<file path="src/rtl/lpc_tgt_pkg.sv">
package lpc_tgt_pkg;
  localparam logic [3:0] NIB_START   = 4'b0000;
  localparam logic [3:0] TYPE_IO_RD  = 4'b0000;
  localparam logic [3:0] TYPE_IO_WR  = 4'b0010;
  localparam logic [3:0] SYNC_SHORT  = 4'b0101;
  localparam logic [3:0] SYNC_READY  = 4'b0000;
  localparam logic [3:0] TAR_DRIVE   = 4'b1111;

  typedef enum logic [3:0] {
    ST_IDLE,
    ST_CTYPE,
    ST_ADDR,
    ST_WDATA,
    ST_HTAR,
    ST_SWAIT,
    ST_SRDY,
    ST_RDATA,
    ST_TTAR1,
    ST_TTAR2
  } lpc_state_e;
endpackage

</file>
<file path="src/rtl/lpc_addr_match.sv">
module lpc_addr_match #(
  parameter int          ADDR_W   = 16,
  parameter logic [15:0] WIN_BASE = 16'h0300,
  parameter logic [15:0] WIN_MASK = 16'hFFF0
) (
  input  logic [ADDR_W-1:0] addr,
  output logic              hit
);
  localparam logic [ADDR_W-1:0] BASE_M = ADDR_W'(WIN_BASE & WIN_MASK);
  localparam logic [ADDR_W-1:0] MASK_W = ADDR_W'(WIN_MASK);

  always_comb hit = ((addr & MASK_W) == BASE_M);
endmodule

</file>
<file path="src/rtl/lpc_cycle_fsm.sv">
module lpc_cycle_fsm
  import lpc_tgt_pkg::*;
#(
  parameter int ADDR_W = 16,
  parameter int DATA_W = 8,
  parameter int CNT_W  = 2
) (
  input  logic              clk,
  input  logic              rst_n,
  input  logic              frame_n,
  input  logic [3:0]        lad_in,
  input  logic              addr_hit,
  input  logic [DATA_W-1:0] reg_rdata,
  output logic [ADDR_W-1:0] addr_next,
  output lpc_state_e        state,
  output logic [CNT_W-1:0]  cnt,
  output logic [ADDR_W-1:0] addr_q,
  output logic [DATA_W-1:0] wdata_q,
  output logic [DATA_W-1:0] rdata_q,
  output logic              reg_wr,
  output logic              reg_rd
);
  localparam int ADDR_NIBS = ADDR_W / 4;
  localparam int DATA_NIBS = DATA_W / 4;
  localparam logic [CNT_W-1:0] ADDR_LAST = CNT_W'(ADDR_NIBS - 1);
  localparam logic [CNT_W-1:0] DATA_LAST = CNT_W'(DATA_NIBS - 1);
  localparam logic [CNT_W-1:0] TAR_LAST  = CNT_W'(1);

  logic is_wr;

  always_comb addr_next = {addr_q[ADDR_W-5:0], lad_in};

  always_ff @(posedge clk or negedge rst_n) begin
    if (!rst_n) begin
      state   <= ST_IDLE;
      cnt     <= '0;
      addr_q  <= '0;
      wdata_q <= '0;
      rdata_q <= '0;
      is_wr   <= 1'b0;
    end else if (!frame_n) begin
      cnt   <= '0;
      state <= (lad_in == NIB_START) ? ST_CTYPE : ST_IDLE;
    end else begin
      unique case (state)
        ST_IDLE: state <= ST_IDLE;
        ST_CTYPE: begin
          cnt <= '0;
          if (lad_in == TYPE_IO_RD) begin
            is_wr <= 1'b0;
            state <= ST_ADDR;
          end else if (lad_in == TYPE_IO_WR) begin
            is_wr <= 1'b1;
            state <= ST_ADDR;
          end else begin
            state <= ST_IDLE;
          end
        end
        ST_ADDR: begin
          addr_q <= addr_next;
          if (cnt == ADDR_LAST) begin
            cnt <= '0;
            if (!addr_hit)  state <= ST_IDLE;
            else if (is_wr) state <= ST_WDATA;
            else            state <= ST_HTAR;
          end else begin
            cnt <= cnt + 1'b1;
          end
        end
        ST_WDATA: begin
          wdata_q[cnt*4 +: 4] <= lad_in;
          if (cnt == DATA_LAST) begin
            cnt   <= '0;
            state <= ST_HTAR;
          end else begin
            cnt <= cnt + 1'b1;
          end
        end
        ST_HTAR: begin
          if (cnt == TAR_LAST) begin
            cnt   <= '0;
            state <= ST_SWAIT;
          end else begin
            cnt <= cnt + 1'b1;
          end
        end
        ST_SWAIT: begin
          if (!is_wr) rdata_q <= reg_rdata;
          state <= ST_SRDY;
        end
        ST_SRDY: begin
          cnt   <= '0;
          state <= is_wr ? ST_TTAR1 : ST_RDATA;
        end
        ST_RDATA: begin
          if (cnt == DATA_LAST) begin
            cnt   <= '0;
            state <= ST_TTAR1;
          end else begin
            cnt <= cnt + 1'b1;
          end
        end
        ST_TTAR1: state <= ST_TTAR2;
        ST_TTAR2: state <= ST_IDLE;
        default:  state <= ST_IDLE;
      endcase
    end
  end

  always_comb begin
    reg_wr = (state == ST_SWAIT) &&  is_wr;
    reg_rd = (state == ST_SWAIT) && !is_wr;
  end

  assert_wr_single_R3: assert property (@(posedge clk) disable iff (!rst_n)
    reg_wr |=> !reg_wr);
endmodule

</file>
<file path="src/rtl/lpc_lad_driver.sv">
module lpc_lad_driver
  import lpc_tgt_pkg::*;
#(
  parameter int DATA_W = 8,
  parameter int CNT_W  = 2
) (
  input  lpc_state_e        state,
  input  logic [CNT_W-1:0]  cnt,
  input  logic [DATA_W-1:0] rdata_q,
  output logic [3:0]        lad_out,
  output logic              lad_oe
);
  always_comb begin
    lad_oe  = 1'b0;
    lad_out = 4'b0000;
    unique case (state)
      ST_SWAIT: begin lad_oe = 1'b1; lad_out = SYNC_SHORT; end
      ST_SRDY:  begin lad_oe = 1'b1; lad_out = SYNC_READY; end
      ST_RDATA: begin lad_oe = 1'b1; lad_out = rdata_q[cnt*4 +: 4]; end
      ST_TTAR1: begin lad_oe = 1'b1; lad_out = TAR_DRIVE; end
      default:  begin lad_oe = 1'b0; lad_out = 4'b0000; end
    endcase
  end
endmodule

</file>
<file path="src/rtl/lpc_io_target.sv">
module lpc_io_target
  import lpc_tgt_pkg::*;
#(
  parameter logic [15:0] WIN_BASE = 16'h0300,
  parameter logic [15:0] WIN_MASK = 16'hFFF0
) (
  input  logic        clk,
  input  logic        rst_n,
  input  logic        frame_n,
  input  logic [3:0]  lad_in,
  output logic [3:0]  lad_out,
  output logic        lad_oe,
  output logic        idle,
  output logic [15:0] reg_addr,
  output logic [7:0]  reg_wdata,
  output logic        reg_wr,
  output logic        reg_rd,
  input  logic [7:0]  reg_rdata
);
  localparam int ADDR_W = 16;
  localparam int DATA_W = 8;
  localparam int CNT_W  = $clog2(ADDR_W / 4);

  lpc_state_e        state;
  logic [CNT_W-1:0]  cnt;
  logic [ADDR_W-1:0] addr_next;
  logic [ADDR_W-1:0] addr_q;
  logic [DATA_W-1:0] wdata_q;
  logic [DATA_W-1:0] rdata_q;
  logic              hit;

  lpc_addr_match #(.ADDR_W(ADDR_W), .WIN_BASE(WIN_BASE), .WIN_MASK(WIN_MASK)) u_match (
    .addr (addr_next),
    .hit  (hit)
  );

  lpc_cycle_fsm #(.ADDR_W(ADDR_W), .DATA_W(DATA_W), .CNT_W(CNT_W)) u_fsm (
    .clk       (clk),
    .rst_n     (rst_n),
    .frame_n   (frame_n),
    .lad_in    (lad_in),
    .addr_hit  (hit),
    .reg_rdata (reg_rdata),
    .addr_next (addr_next),
    .state     (state),
    .cnt       (cnt),
    .addr_q    (addr_q),
    .wdata_q   (wdata_q),
    .rdata_q   (rdata_q),
    .reg_wr    (reg_wr),
    .reg_rd    (reg_rd)
  );

  lpc_lad_driver #(.DATA_W(DATA_W), .CNT_W(CNT_W)) u_drv (
    .state   (state),
    .cnt     (cnt),
    .rdata_q (rdata_q),
    .lad_out (lad_out),
    .lad_oe  (lad_oe)
  );

  always_comb begin
    idle      = (state == ST_IDLE);
    reg_addr  = addr_q;
    reg_wdata = wdata_q;
  end

  assert_ready_after_wait_R5: assert property (@(posedge clk) disable iff (!rst_n)
    (reg_rd && frame_n) |=> (lad_oe && lad_out == SYNC_READY));
  assert_release_after_tar_R6: assert property (@(posedge clk) disable iff (!rst_n)
    (state == ST_TTAR1 && frame_n) |=> !lad_oe);
  assert_abort_release_R9: assert property (@(posedge clk) disable iff (!rst_n)
    !frame_n |=> !lad_oe);
  assert_idle_quiet_R10: assert property (@(posedge clk) disable iff (!rst_n)
    idle |-> !lad_oe);
endmodule

</file>
<file path="config.mk">
export PLATFORM = sky130hd
export DESIGN_NAME = lpc_io_target
export DESIGN_NICKNAME = d
export VERILOG_FILES = /design/src/rtl/lpc_tgt_pkg.sv /design/src/rtl/lpc_addr_match.sv /design/src/rtl/lpc_cycle_fsm.sv /design/src/rtl/lpc_lad_driver.sv /design/src/rtl/lpc_io_target.sv
export SDC_FILE = /design/constraint.sdc
export NUM_CORES = 1
export LEC_CHECK = 0
export BUFFER_PORTS_ARGS = -buffer_cell sky130_fd_sc_hd__buf_2
export CAP_MARGIN = 5
export CELL_PAD_IN_SITES_DETAIL_PLACEMENT = 1
export CELL_PAD_IN_SITES_GLOBAL_PLACEMENT = 1
export CORE_ASPECT_RATIO = 0.5
export CORE_MARGIN = 4
export CORE_UTILIZATION = 45
export CTS_CLUSTER_SIZE = 8
export DETAILED_ROUTE_END_ITERATION = 7
export GPL_TIMING_DRIVEN = 0
export PLACE_DENSITY = 0.83
export SYNTH_ARGS = -nofsm -noshare
export SYNTH_HDL_FRONTEND = slang
export SYNTH_SLANG_ARGS = --single-unit
</file>
<file path="constraint.sdc">
create_clock -name clk -period 4.31 [get_ports clk]
set_clock_uncertainty 0.2 [all_clocks]
set_input_delay 0.862 -clock clk [delete_from_list [all_inputs] [get_ports clk]]
set_output_delay 0.862 -clock clk [all_outputs]
set_load 0.02 [all_outputs]
</file>
* Word level (Yosys, flattened, before mapping)
Index checks and enable logic that the tools add are counted.
** Word-level totals
- Bits in latches :: 0
- Memory bits (writable) :: 0
- Register bits :: 39
- Output and inout port bits :: 32
- Memories kept :: 0
- Bits in read-only memories :: 0
- Word-level logic and storage cells :: 64
- Bits of input ports :: 15
** Operators by class
- Muxes and demuxes :: 21
- Shifts and indexed selects :: 3
- Equality and inequality tests :: 17
- Reduce and logical (&&, ||, !) cells :: 14
- Order comparisons :: 0
- Div/mod/pow operators :: 0
- Add/subtract/negate cells :: 2
- Bitwise logic cells :: 1
- $mul :: 0
** Operators with widths (count)
- $neg A4 Y34 :: 1
- $shift A4 B34 Y8 const A :: 1
- $shiftx A4 B34 Y8 :: 1
- $mux W4 :: 8
- $pmux W4 S8 :: 1
- $eq A4 B3 Y1 const B :: 4
- $eq A12 B6 Y1 const B :: 1
- $eq A4 B2 Y1 const B :: 3
- $pmux W4 S3 :: 1
- $ne A3 B2 Y1 const B :: 3
- $bwmux W8 :: 1
- $logic_not A4 Y1 :: 2
- $mux W2 :: 4
- $shiftx A8 B5 Y4 :: 1
- $pmux W2 S3 :: 1
- $reduce_and A3 Y1 :: 2
- $eq A4 B1 Y1 const B :: 1
- $eq A4 B4 Y1 const B :: 1
- $mux W1 :: 4
- $ne A4 B3 Y1 const B :: 1
- $reduce_and A2 Y1 :: 2
- $reduce_and A4 Y1 :: 1
- $reduce_or A4 Y1 :: 1
- $mux W3 :: 1
- 10 further kinds :: 11

* Longest topological paths before layout
- Word-level depth :: 5
- Gate-level depth with buffers :: 7
- Depth with buffers taken out :: 6

* By module
From an unflattened synthesis, not the netlist that was laid out.
** Unflattened totals
- Cell total of the unflattened synthesis :: 206
- Area, all modules :: 2307.2 um^2
** Modules (own cells, without submodules)
- lpc_cycle_fsm :: cells each 184, area each 2139.6 um^2, times used 1, sequential area each 975.9 um^2
- lpc_lad_driver :: cells each 17, area each 125.1 um^2, times used 1, sequential area each 0.0 um^2
- lpc_addr_match :: cells each 4, area each 30.0 um^2, times used 1, sequential area each 0.0 um^2
- lpc_io_target :: cells each 1, area each 12.5 um^2, times used 1, sequential area each 0.0 um^2

* Worst setup path after synthesis
No wires, ideal clock.
- Path kind :: reg2out
- Start :: reg u_fsm.state[1]
- End :: out lad_out[0]
- Slack :: 1.723 ns
- Stages on the path, launching flop included :: 6
- Data arrival time :: 1.525 ns
- Data required time :: 3.248 ns
- Path buffers :: 2
- Cell sequence :: dfrtp_1 buf_2 buf_2 and2_0 nand3_1 o21ai_0
** Between the ends
- Cells in the longest elaborated chain, start to end :: 2
- Elaborated cells between the ends (all ways) :: 4
- Those cells by class :: eq/ne (3); mux (1)
** RTL lines
- start, declared :: line lpc_cycle_fsm.sv:15 : output lpc_state_e state,
- start signal, assigned :: line lpc_cycle_fsm.sv:43 : state <= (lad_in == NIB_START) ? ST_CTYPE : ST_IDLE;
- start signal, assigned :: line lpc_cycle_fsm.sv:93 : state <= is_wr ? ST_TTAR1 : ST_RDATA;
- $eq A4 B4 Y1 / $eq A4 B3 Y1 (equally long branches) :: line lpc_lad_driver.sv:16 : unique case (state)
- $pmux W4 S3 * :: line lpc_lad_driver.sv:16
- end, declared :: line lpc_io_target.sv:11 : output logic [3:0] lad_out,
Mark *: on every way between the ends. The rest lies on a longest branch, timed or not.

* Worst setup path in the final report
Ends and elaborated chain as after synthesis.

==> results.tsv <==
stage	metric	value	unit
finish	layout cell share with drive strength beyond 1	0.3862	
placement	HPWL after DPL	4096	um
setup_path	Arr. time, crit path	1990	ps
finish	Register Area	975.9	um^2
finish	Post-layout nets	265	
cts	TritonCTS clock tree	built	
floorplanning	row count	17	
setup_path	R2R depth	7	
synthesis	Synthesized Nets	212	
setup_path	CP endpoint kind	primary output	
setup_path	Worst R2R Setup Slack	2050	ps
detailed_routing	DRC errors left	0	
min_path	Hold Crit Start	u_fsm.wdata_q[7]	
floorplanning	I/O pin count	47	
synthesis	Mean Syn Cell Area	10.77	um^2
floorplanning	die extent in y	56.06	um
setup_path	Crit Path Category	reg2out	
detailed_routing	Detail Route Antenna Nets	0	
placement	GPL Wtd Cong	0.8498	
finish	number of diodes	0	
timing	post-layout min period	3057	ps
cts	Worst-path clk slew	80	ps
timing	Slew Viols, Final	0	
synthesis	yosys warns	0	
global_routing	first-pass GRT wire length	9225	um
timing	Setup Viol. Count Final	0	
cts	cts bufs inserted	5	
min_path	Hold WC Path Type	reg2reg	
synthesis	sequential area share after synthesis	0.4696	
cts	Clock Path Buffers	2	
detailed_routing	WL per Instance	18.19	um
cts	number of clock sinks	39	
detailed_routing	vias per cell	5.637	
timing	FMAX	327.1	MHz
global_routing	vias in the first global route	1825	
synthesis	post-synthesis cell count	193	
cts	H-tree depth	2	
setup_path	critical path peak fanout	10	
cts	Hold Buf Count CTS	0	
global_routing	Total GRT Usage	0.1998	
floorplanning	DIE WIDTH	104.1	um
placement	pre-CTS worst setup slack	1608	ps
setup_path	critical path startpoint category	flip-flop	
setup_path	r2r endpoint	u_fsm.cnt[1]	
cts	CTS Root Cell	clkbuf_8	
synthesis	Yosys cell types	49	
synthesis	Synth Register Bits	39	
detailed_routing	DR vias	1708	
setup_path	CP required	3250	ps
timing	worst slew pin tran	885.3	ps
timing	Final Cycle Share	0.7092	
finish	multi-input logic area	1022	um^2
run_status	status	finished clean	
global_routing	largest net degree at the start of global routing	40	
detailed_routing	TritonRoute pass-1 iters	4	
detailed_routing	Post-Route WL	5511	um
min_path	hold path endpoint	u_fsm.wdata_q[7]	
pwr	LEAKAGE	1.280	nW
cts	clk_lat worst skew	300	ps
finish	fill count	522	
global_routing	GRT Residual Overflow	0	
timing	final critical-path setup slack	1253	ps
timing	RSZ-0062 raised after global routing	no	
finish	area growth from synthesis to layout	18.48	%
placement	# port buffers	46	
synthesis	asr flop ratio synth	1.000	
floorplanning	area of the die	5836	um^2
floorplanning	Initial Util	0.4697	
detailed_routing	drt initial violations	81	
global_routing	initial antenna violation count	0	
job	Max Cap Viol	0	
floorplanning	core box area	4424	um^2
synthesis	Synth Flop Type	dfrtp_1	
timing	Slew HR	0.4098	
cts	post-CTS sizing	0	
pwr	Power Density	274.7	nW/um^2
synthesis	number of synthesized flops with an enable pin	0	
pwr	Worst VDD drop	0.2389	mV
cts	Post-CTS Setup Bufs	0	
synthesis	Mapped Area	2078	um^2
timing	final hold violation count	0	
timing	Setup TNS Final	0	ps
setup_path	worst r2r src	u_fsm.cnt[0]	
min_path	hold path cells	2	
finish	post-layout util	0.5566	
[sequential cells by signal (all words and copies together), names as in the netlist]
signal and flops:
u_fsm.cnt 2, u_fsm.is_wr 1, u_fsm.state 4, u_fsm.wdata_q 8
u_fsm.addr_q 16, u_fsm.rdata_q 8
[synthesized netlist by cell type, types with 2 or more instances]
library cell,number,share of area
nand3b_1,2,0.0072
o21ai_2,3,0.013
xor2_1,2,0.0084
ha_1,4,0.024
a21oi_1,2,0.0048
and3_1,4,0.012
nand2b_1,3,0.0090
inv_1,7,0.013
clkbuf_1,2,0.0036
nor3_1,3,0.0072
nand3_1,10,0.024
buf_2,7,0.017
a2bb2oi_1,2,0.0084
nor4b_1,3,0.013
dfrtp_1,39,0.47
nor4_1,2,0.0060
or4b_1,2,0.0096
o21a_1,2,0.0072
o21ai_0,11,0.026
mux2_2,24,0.13
nor2_1,7,0.013
nand2_1,21,0.038
mux2i_1,5,0.024
[cells in the final DEF (no fill, tap or decap), drive strengths merged, types with 2 or more instances in the layout]
master    n
a21oi     2
a2bb2oi   2
and3      4
buf      54
clkbuf    7
clkinv    2
dfrtp    39
ha        4
inv       7
mux2     25
mux2i     5
nand2    22
nand2b    3
nand3    11
nand3b    2
nor2      7
nor3      3
nor4      2
nor4b     3
o21a      2
o21ai    14
or3       2
or4b      2
xor2      2
[worst max path at each step]
stage	from	slack (ps)	endpoint
2_1_floorplan	u_fsm.state[1]	1720	lad_out[0]
3_3_place_gp	u_fsm.state[1]	1630	lad_out[1]
3_5_place_dp	u_fsm.state[1]	1610	lad_out[0]
4_1_cts	u_fsm.state[1]	1260	lad_out[0]
5_1_grt	u_fsm.state[1]	1020	lad_out[0]
6_report	u_fsm.state[1]	1250	lad_out[0]
[cells by family (layout without fill, tap and decap cells)]
| group | count (synthesis) | in the layout | share of synthesized area |
|---|---|---|---|
| buf+inv | 17 | 70 | 0.03853 |
| simple gates | 68 | 68 | 0.1866 |
| compound gates | 32 | 32 | 0.1090 |
| mux | 30 | 30 | 0.1595 |
| fa+ha+maj | 4 | 4 | 0.02408 |
| xor+xnor | 3 | 3 | 0.01265 |
| flops | 39 | 39 | 0.4696 |
[worst max-delay path: stages, from the launching register on]
cell	delay (ps)
dfrtp_1	320
buf_2	190
buf_2	260
and2_0	320
nand3_1	220
o21ai_0	200
buf_2	180
[final cells by class]
type | count | share of cell area
Multi-Input combinational cell | 137 | 0.4151
Sequential cell | 39 | 0.3963
Timing Repair Buffer | 46 | 0.09350
Tap cell | 57 | 0.02896
Clock buffer | 5 | 0.02795
Buffer | 10 | 0.02185
Inverter | 7 | 0.01067
Clock inverter | 2 | 0.005589
[per-stage QoR]
step                      instance area (um^2)  hold slack, ps  power, mW  std cells
after floorplan                           2078           278.7     0.4106        193
after global placement                    2380           251.2     0.4351        296
after detailed placement                  2380           249.8     0.4381        296
after CTS                                 2462           268.0     0.6833        303
after global routing                      2462           297.1     0.7048        303
final                                     2462           264.3     0.6764        303
[per-layer routing]
metal  routed length, um  global-route usage
met4                  68             0.06629
met3                 210             0.05098
met2                2737              0.3407
met5                   0                   0
met1                2495              0.2495
[power by group]
part	switching, mW	internal, mW	total, mW	leakage, nW
registers	0.00405	0.370	0.374	0.542
logic	0.0363	0.0209	0.0572	0.694
clock network	0.135	0.111	0.246	0.0440
Power figures use the tool's default switching activity.
